**src/rtl/zfr_pkg.sv**
```systemverilog
package zfr_pkg;
  typedef enum logic {
    ST_IDLE = 1'b0,
    ST_WAIT = 1'b1
  } zfr_st_e;
endpackage

```
**src/rtl/zfr_prio_pick.sv**
```systemverilog
module zfr_prio_pick #(
  parameter int N  = 4,
  parameter int IW = 2
) (
  input  logic [N-1:0]  req,
  output logic          hit,
  output logic [IW-1:0] idx
);
  always_comb begin
    hit = 1'b0;
    idx = '0;
    for (int i = N - 1; i >= 0; i--) begin
      if (req[i]) begin
        hit = 1'b1;
        idx = IW'(i);
      end
    end
  end
endmodule

```
**src/rtl/zfr_zone_watch.sv**
```systemverilog
module zfr_zone_watch #(
  parameter int CW = 8
) (
  input  logic          clk,
  input  logic          rst_n,
  input  logic          fault,
  input  logic          ignore,
  input  logic          clr,
  input  logic          load,
  input  logic [CW-1:0] win_len,
  output logic          flag,
  output logic          refault
);
  logic          flag_q, flag_d;
  logic          ref_q, ref_d;
  logic [CW-1:0] cnt_q, cnt_d;
  logic          set_v, win_act;

  always_comb begin
    set_v   = fault & ~ignore;
    win_act = (cnt_q != '0);
    flag_d  = set_v | (flag_q & ~clr);
    ref_d   = (set_v & win_act) | (ref_q & ~clr);
    if (load)         cnt_d = win_len;
    else if (win_act) cnt_d = cnt_q - CW'(1);
    else              cnt_d = cnt_q;
  end

  always_ff @(posedge clk or negedge rst_n) begin
    if (!rst_n) begin
      flag_q <= 1'b0;
      ref_q  <= 1'b0;
      cnt_q  <= '0;
    end else begin
      flag_q <= flag_d;
      ref_q  <= ref_d;
      cnt_q  <= cnt_d;
    end
  end

  assign flag    = flag_q;
  assign refault = ref_q;

  AST_REF_HAS_FLAG: assert property (@(posedge clk) disable iff (!rst_n)
    ref_q |-> flag_q);
  AST_CLR_DROPS: assert property (@(posedge clk) disable iff (!rst_n)
    (clr && !fault) |=> !flag_q);
  AST_IGNORED: assert property (@(posedge clk) disable iff (!rst_n)
    (ignore && !flag_q && !clr) |=> !flag_q);
endmodule

```
**src/rtl/zfr_top.sv**
```systemverilog
module zfr_top #(
  parameter int NZ  = 4,
  parameter int SBW = 2,
  parameter int CW  = 8,
  localparam int ZW = (NZ > 1) ? $clog2(NZ) : 1,
  localparam int SW = SBW + 1,
  localparam int PW = NZ * SW
) (
  input  logic          clk,
  input  logic          rst_n,
  input  logic [NZ-1:0] fault_i,
  input  logic [CW-1:0] win_len,
  input  logic          cfg_we,
  input  logic [PW-1:0] cfg_place,
  input  logic          rcfg_done,
  output logic          rcfg_req,
  output logic [ZW-1:0] rcfg_zone,
  output logic [NZ-1:0] flag_o,
  output logic [NZ-1:0] perm_o,
  output logic [PW-1:0] place_o,
  output logic          rep_sel,
  output logic          nospare_o
);
  import zfr_pkg::*;

  zfr_st_e       st_q, st_d;
  logic [ZW-1:0] zone_q, zone_d;
  logic [PW-1:0] place_q, place_d;
  logic [NZ-1:0] perm_q, perm_d;
  logic          sel_q, sel_d;
  logic          nosp_q, nosp_d;

  logic [NZ-1:0] flag_w, ref_w, clr_v, load_v;
  logic [NZ-1:0] pend, cand, vld, shared;
  logic          phit, shit;
  logic [ZW-1:0] pz, sz;

  // per-zone flag and watch window
  for (genvar g = 0; g < NZ; g++) begin : g_zone
    zfr_zone_watch #(.CW(CW)) u_watch (
      .clk     (clk),
      .rst_n   (rst_n),
      .fault   (fault_i[g]),
      .ignore  (perm_q[g]),
      .clr     (clr_v[g]),
      .load    (load_v[g]),
      .win_len (win_len),
      .flag    (flag_w[g]),
      .refault (ref_w[g])
    );
    assign vld[g] = place_q[g*SW + SBW];
  end

  // a zone is shared when another valid zone carries the same sub-band
  always_comb begin
    shared = '0;
    for (int i = 0; i < NZ; i++) begin
      for (int j = 0; j < NZ; j++) begin
        if (i != j && vld[i] && vld[j] &&
            place_q[i*SW +: SBW] == place_q[j*SW +: SBW])
          shared[i] = 1'b1;
      end
    end
  end

  assign pend = flag_w & ~perm_q;

  zfr_prio_pick #(.N(NZ), .IW(ZW)) u_pend_pick (
    .req (pend),
    .hit (phit),
    .idx (pz)
  );

  always_comb begin
    for (int i = 0; i < NZ; i++)
      cand[i] = !perm_q[i] && (ZW'(i) != pz) && (!vld[i] || !shared[i]);
  end

  zfr_prio_pick #(.N(NZ), .IW(ZW)) u_spare_pick (
    .req (cand),
    .hit (shit),
    .idx (sz)
  );

  // next-state
  always_comb begin
    st_d    = st_q;
    zone_d  = zone_q;
    place_d = place_q;
    perm_d  = perm_q;
    sel_d   = sel_q;
    nosp_d  = nosp_q;
    clr_v   = '0;
    load_v  = '0;
    case (st_q)
      ST_IDLE: begin
        if (phit) begin
          if (ref_w[pz]) begin
            perm_d[pz] = 1'b1;
            clr_v[pz]  = 1'b1;
            if (shit) begin
              place_d[sz*SW +: SW]  = place_q[pz*SW +: SW];
              place_d[pz*SW + SBW]  = 1'b0;
              sel_d                 = ~sel_q;
              zone_d                = sz;
              st_d                  = ST_WAIT;
            end else begin
              nosp_d = 1'b1;
            end
          end else begin
            zone_d = pz;
            st_d   = ST_WAIT;
          end
        end
      end
      ST_WAIT: begin
        if (rcfg_done) begin
          clr_v[zone_q]  = 1'b1;
          load_v[zone_q] = 1'b1;
          st_d           = ST_IDLE;
        end
      end
      default: st_d = ST_IDLE;
    endcase
    if (cfg_we) begin
      place_d = cfg_place;
      nosp_d  = 1'b0;
    end
  end

  // registers
  always_ff @(posedge clk or negedge rst_n) begin
    if (!rst_n) begin
      st_q    <= ST_IDLE;
      zone_q  <= '0;
      place_q <= '0;
      perm_q  <= '0;
      sel_q   <= 1'b0;
      nosp_q  <= 1'b0;
    end else begin
      st_q    <= st_d;
      zone_q  <= zone_d;
      place_q <= place_d;
      perm_q  <= perm_d;
      sel_q   <= sel_d;
      nosp_q  <= nosp_d;
    end
  end

  assign rcfg_req  = (st_q == ST_WAIT);
  assign rcfg_zone = zone_q;
  assign flag_o    = flag_w;
  assign perm_o    = perm_q;
  assign place_o   = place_q;
  assign rep_sel   = sel_q;
  assign nospare_o = nosp_q;

  AST_REQ_HOLD: assert property (@(posedge clk) disable iff (!rst_n)
    (rcfg_req && !rcfg_done) |=> (rcfg_req && $stable(rcfg_zone)));
  AST_REQ_DROP: assert property (@(posedge clk) disable iff (!rst_n)
    (rcfg_req && rcfg_done) |=> !rcfg_req);
  AST_NO_REQ_PERM: assert property (@(posedge clk) disable iff (!rst_n)
    rcfg_req |-> !perm_o[rcfg_zone]);
  AST_SEL_ON_RELOC: assert property (@(posedge clk) disable iff (!rst_n)
    !$stable(rep_sel) |-> (rcfg_req && !$stable(perm_o)));
  AST_NOSPARE_QUIET: assert property (@(posedge clk) disable iff (!rst_n)
    $rose(nospare_o) |-> !rcfg_req);
endmodule

```
**config.mk**
```make
export PLATFORM = sky130hd
export DESIGN_NAME = zfr_top
export DESIGN_NICKNAME = d
export VERILOG_FILES = /design/src/rtl/zfr_pkg.sv /design/src/rtl/zfr_prio_pick.sv /design/src/rtl/zfr_zone_watch.sv /design/src/rtl/zfr_top.sv
export SDC_FILE = /design/constraint.sdc
export NUM_CORES = 1
export LEC_CHECK = 0
export ABC_CLOCK_PERIOD_IN_PS = 2400
export CORE_MARGIN = 4
export CORE_UTILIZATION = 50
export CTS_BUF_LIST = sky130_fd_sc_hd__clkbuf_4 sky130_fd_sc_hd__clkbuf_8 sky130_fd_sc_hd__clkbuf_16
export DETAILED_ROUTE_END_ITERATION = 16
export HOLD_SLACK_MARGIN = 0.08
export PLACE_DENSITY = 0.77
export SETUP_SLACK_MARGIN = 0.05
export SLEW_MARGIN = 20
export SYNTH_ARGS = -nofsm -noshare
export SYNTH_HDL_FRONTEND = slang
export SYNTH_SLANG_ARGS = --single-unit
```
**constraint.sdc**
```tcl
create_clock -name clk -period 2.4 [get_ports clk]
set_input_delay 0.6 -clock clk [delete_from_list [all_inputs] [get_ports clk]]
set_output_delay 0.6 -clock clk [all_outputs]
set_load 0.05 [all_outputs]
```
==> reports/metrics.yaml <==
worst_setup_path:
  critPathSlowestCell: "or4_4"
  cp.arrival_ns: 2.92
  critPathCaptureType: "register"
  critical_path_required_ns: 2.66
  path_class: "reg2reg"
  cpPeakStageDelay_ns: 0.52
  path_cells: "xnor2_2 -> nand4_1 -> and4_1 -> a31o_4 -> nand2_4 -> ha_4 -> nor2_2 -> nand3_1 -> or4_4 -> a31oi_4"
  cp_max_fo: 5
  crit_path_start_kind: "register"
global_routing:
  grt-ovfl-total: 0
  antenna_found_initial: 0
  use_met1_pct: 36.1
  grt_max_degree: 48
  busiest_layer: "met2"
  grt_pass1_wl_um: 18000
  globalRouteMet2Util_pct: 41.0
  gr-usage-met3_pct: 4.81
  grt_pass1_vias: 3628
  grt_use_total_pct: 25.9
yosys:
  netlist.area_leader.share_pct: 40.3
  synth_nets: 472
  seq_area_frac_synth_pct: 40.3
  synth_mux_area_share_pct: 1.98
  synth_top_family_by_area: "simple AND/OR/NAND/NOR gates"
  ys_types: 56
  synth-edff-count: 0
  synthXorXnorAreaFrac_pct: 6.24
  yosys.area_share.simple_pct: 25.2
  netlist_top_cells_area: "dfrtp_1 40%, xnor2_1 6.2%, a21oi_1 4.5%"
  synth-seq-cells: 61
  synthAdderAreaFrac_pct: 2.97
  synthCells: 435
  synth_compound_area_share_pct: 17.4
  ys_warn_count: 0
  synth_area_leader_cell: "dfrtp_1"
  syn-mean-instance-area_um2: 8.71
  yosys_most_used_dff: "dfrtp_1"
  synthArstFlopShare_pct: 100
  synth.cell_area_mm2: 0.00379
min_path:
  hold_path.class: "in2async"
drt:
  drtAntennaViolNets: 0
  drt_iter0_markers: 405
  num_vias: 3864
  via_per_inst: 5.93
  wl_per_cell_um: 18.3
  routed_wl_um: 11900
  drt_pass1_iterations: 5
  drc: 0
status:
  status: "complete, but fails checks"
  violations: "negative setup slack"
place:
  gp_congestion: 1.02
  portBuffers: 52
  dp_hpwl_um: 8070
cts:
  clockBufferDepth: 2
  clk_latency_ns: 0.35
  cts_sinks: 61
  htreeDepth: 3
  cts_tree: "yes"
  clockRootBuffer: "clkbuf_8"
  cts_buffers: 9
  holdBufCountCts: 0
  path_clk_slew_ns: 0.07
floorplanning:
  die_w_um: 95.0
  die-area_mm2: 0.00903
  die_y_um: 95.0
  core-area_mm2: 0.00729
  num_io_pins: 53
  rows: 31
  initial_core_util_pct: 52.0
timing:
  rsz0062_at_grt: "true"
  setup_viol: 10
  fin_crit_sh_pct: 111
  fin_worst_skew_ns: 0.00982
  whs_ns: 0.178
  min_period_ns: 2.66
  maxSlewViolCount: 0
  fin_ws_ns: -0.264
  fmax_mhz: 375
  worst_pin_slew_ns: 0.619
  hold_viol: 0
  max_slew_margin_pct: 58.4
layout:
  final_layout_size_suffix_gt1_share_pct: 28.4
  area_growth_pct: 41.8
  nets: 586
  diodes: 0
  fin_util_pct: 73.7
power:
  total_power_uw: 7190
  ir_drop_v: 0.000685
  leakage_uw: 0.00230
  p_per_area_mw_per_mm2: 1340
flow_run:
  max_cap_violations: 0
==> placed cells by master, fill, tap and decap left out, types with 5 or more instances in the layout <==
cell	n
buf_4	74
dfrtp_1	52
clkdlybuf4s50_1	42
nor2_1	37
nand2_1	36
a21oi_1	32
o21ai_0	22
xnor2_1	21
inv_1	18
nand4_1	14
nor3_1	12
clkbuf_8	12
nand2b_1	10
a31oi_1	9
or3_1	9
nand3_1	9
dfrtp_2	9
dlymetal6s2s_1	8
nor2b_1	7
xnor2_2	6
a21o_1	6
o21ai_2	6
ha_1	6
nor4_1	5
==> worst paths after layout <==
path	depth (start not counted)	slack, ns	start	endpoint
min in group clk	1	0.47	rep_sel	rep_sel
worst min-delay path	1	0.18	rst_n	place_o[8]
worst max-delay path	10	-0.26	place_o[7]	place_o[10]
worst max register to register	10	-0.26	place_o[7]	place_o[10]
worst min register to register	1	0.47	rep_sel	rep_sel
max in group asynchronous	2	1.62	rst_n	g_zone[3].u_watch.flag
==> worst max-delay path, delay by kind of cell, from the launching register on <==
| kind | cells | cell delay, ns |
|---|---|---|
| compound gates | 2 | 0.45 |
| fa+ha+maj | 1 | 0.21 |
| xor+xnor | 1 | 0.18 |
| flops | 1 | 0.46 |
| simple gates | 6 | 1.28 |
==> through the flow <==
step | setup TNS (ns) | std cells | area, µm² | setup slack (ns)
3_5_place_dp | -1.33 | 627 | 4830 | -0.208
3_3_place_gp | -0.718 | 627 | 4830 | -0.113
6_report | -1.73 | 652 | 5370 | -0.264
4_1_cts | -0.598 | 647 | 5160 | -0.109
2_1_floorplan | -2.74 | 435 | 3880 | -0.335
5_1_grt | -3.21 | 652 | 5370 | -0.406
==> metal layers <==
layer,wire length [µm],vias to the layer above
met5,0,-
met4,359,0
met3,1080,39
met2,5610,205
met1,4880,1840
li1,-,1780
==> final cells by class <==
type,instances,area (µm²)
Clock buffer,12,165
Clock inverter,3,67.6
Fill cell,512,1920
Inverter,20,75.1
Multi-Input combinational cell,328,2270
Sequential cell,61,1540
Tap cell,99,124
Timing Repair Buffer,129,1130
==> cell usage after synthesis, drive strengths merged (6+ instances only) <==
cell     n
dfrtp   61
nand2   39
nor2    39
a21oi   34
o21ai   30
xnor2   27
inv     20
nand4   15
nor3    15
clkbuf  14
nand2b  13
buf     12
nor2b   11
a31oi   10
ha       9
nand3    9
or3      9
or4      8
a21o     6
nor4     6
==> state kept, by name, summed over array words and instances, names as in the netlist <==
register	cells
g_zone.u_watch.cnt_q	32
g_zone.u_watch.flag	4
g_zone.u_watch.refault	4
nospare_o	1
perm_o	4
place_o	12
rcfg_req	1
rcfg_zone	2
rep_sel	1
==> what timing repair did <==
item | in CTS | in global routing
buffers inserted | 5 | 5
gates resized for setup | 16 | 41
pin swaps | 15 | 21
setup endpoints to repair | 20 | 27
hold endpoints to repair | 0 | 0
gates cloned | 0 | 0
==> kinds of logic after synthesis <==
group	after synthesis
flip-flops	61
buffers and inverters	46
AO/OA/AOI/OAI	107
adder cells (fa/ha/maj)	9
multiplexers	7
AND/OR/NAND/NOR	178
XOR/XNOR	27
==> where the power goes <==
group | internal, µW | switching, µW
Clock | 664 | 412
Sequential | 1470 | 418
Combinational | 1940 | 2280
Total | 4080 | 3110
Note: power is estimated with default switching activity, not from simulation.
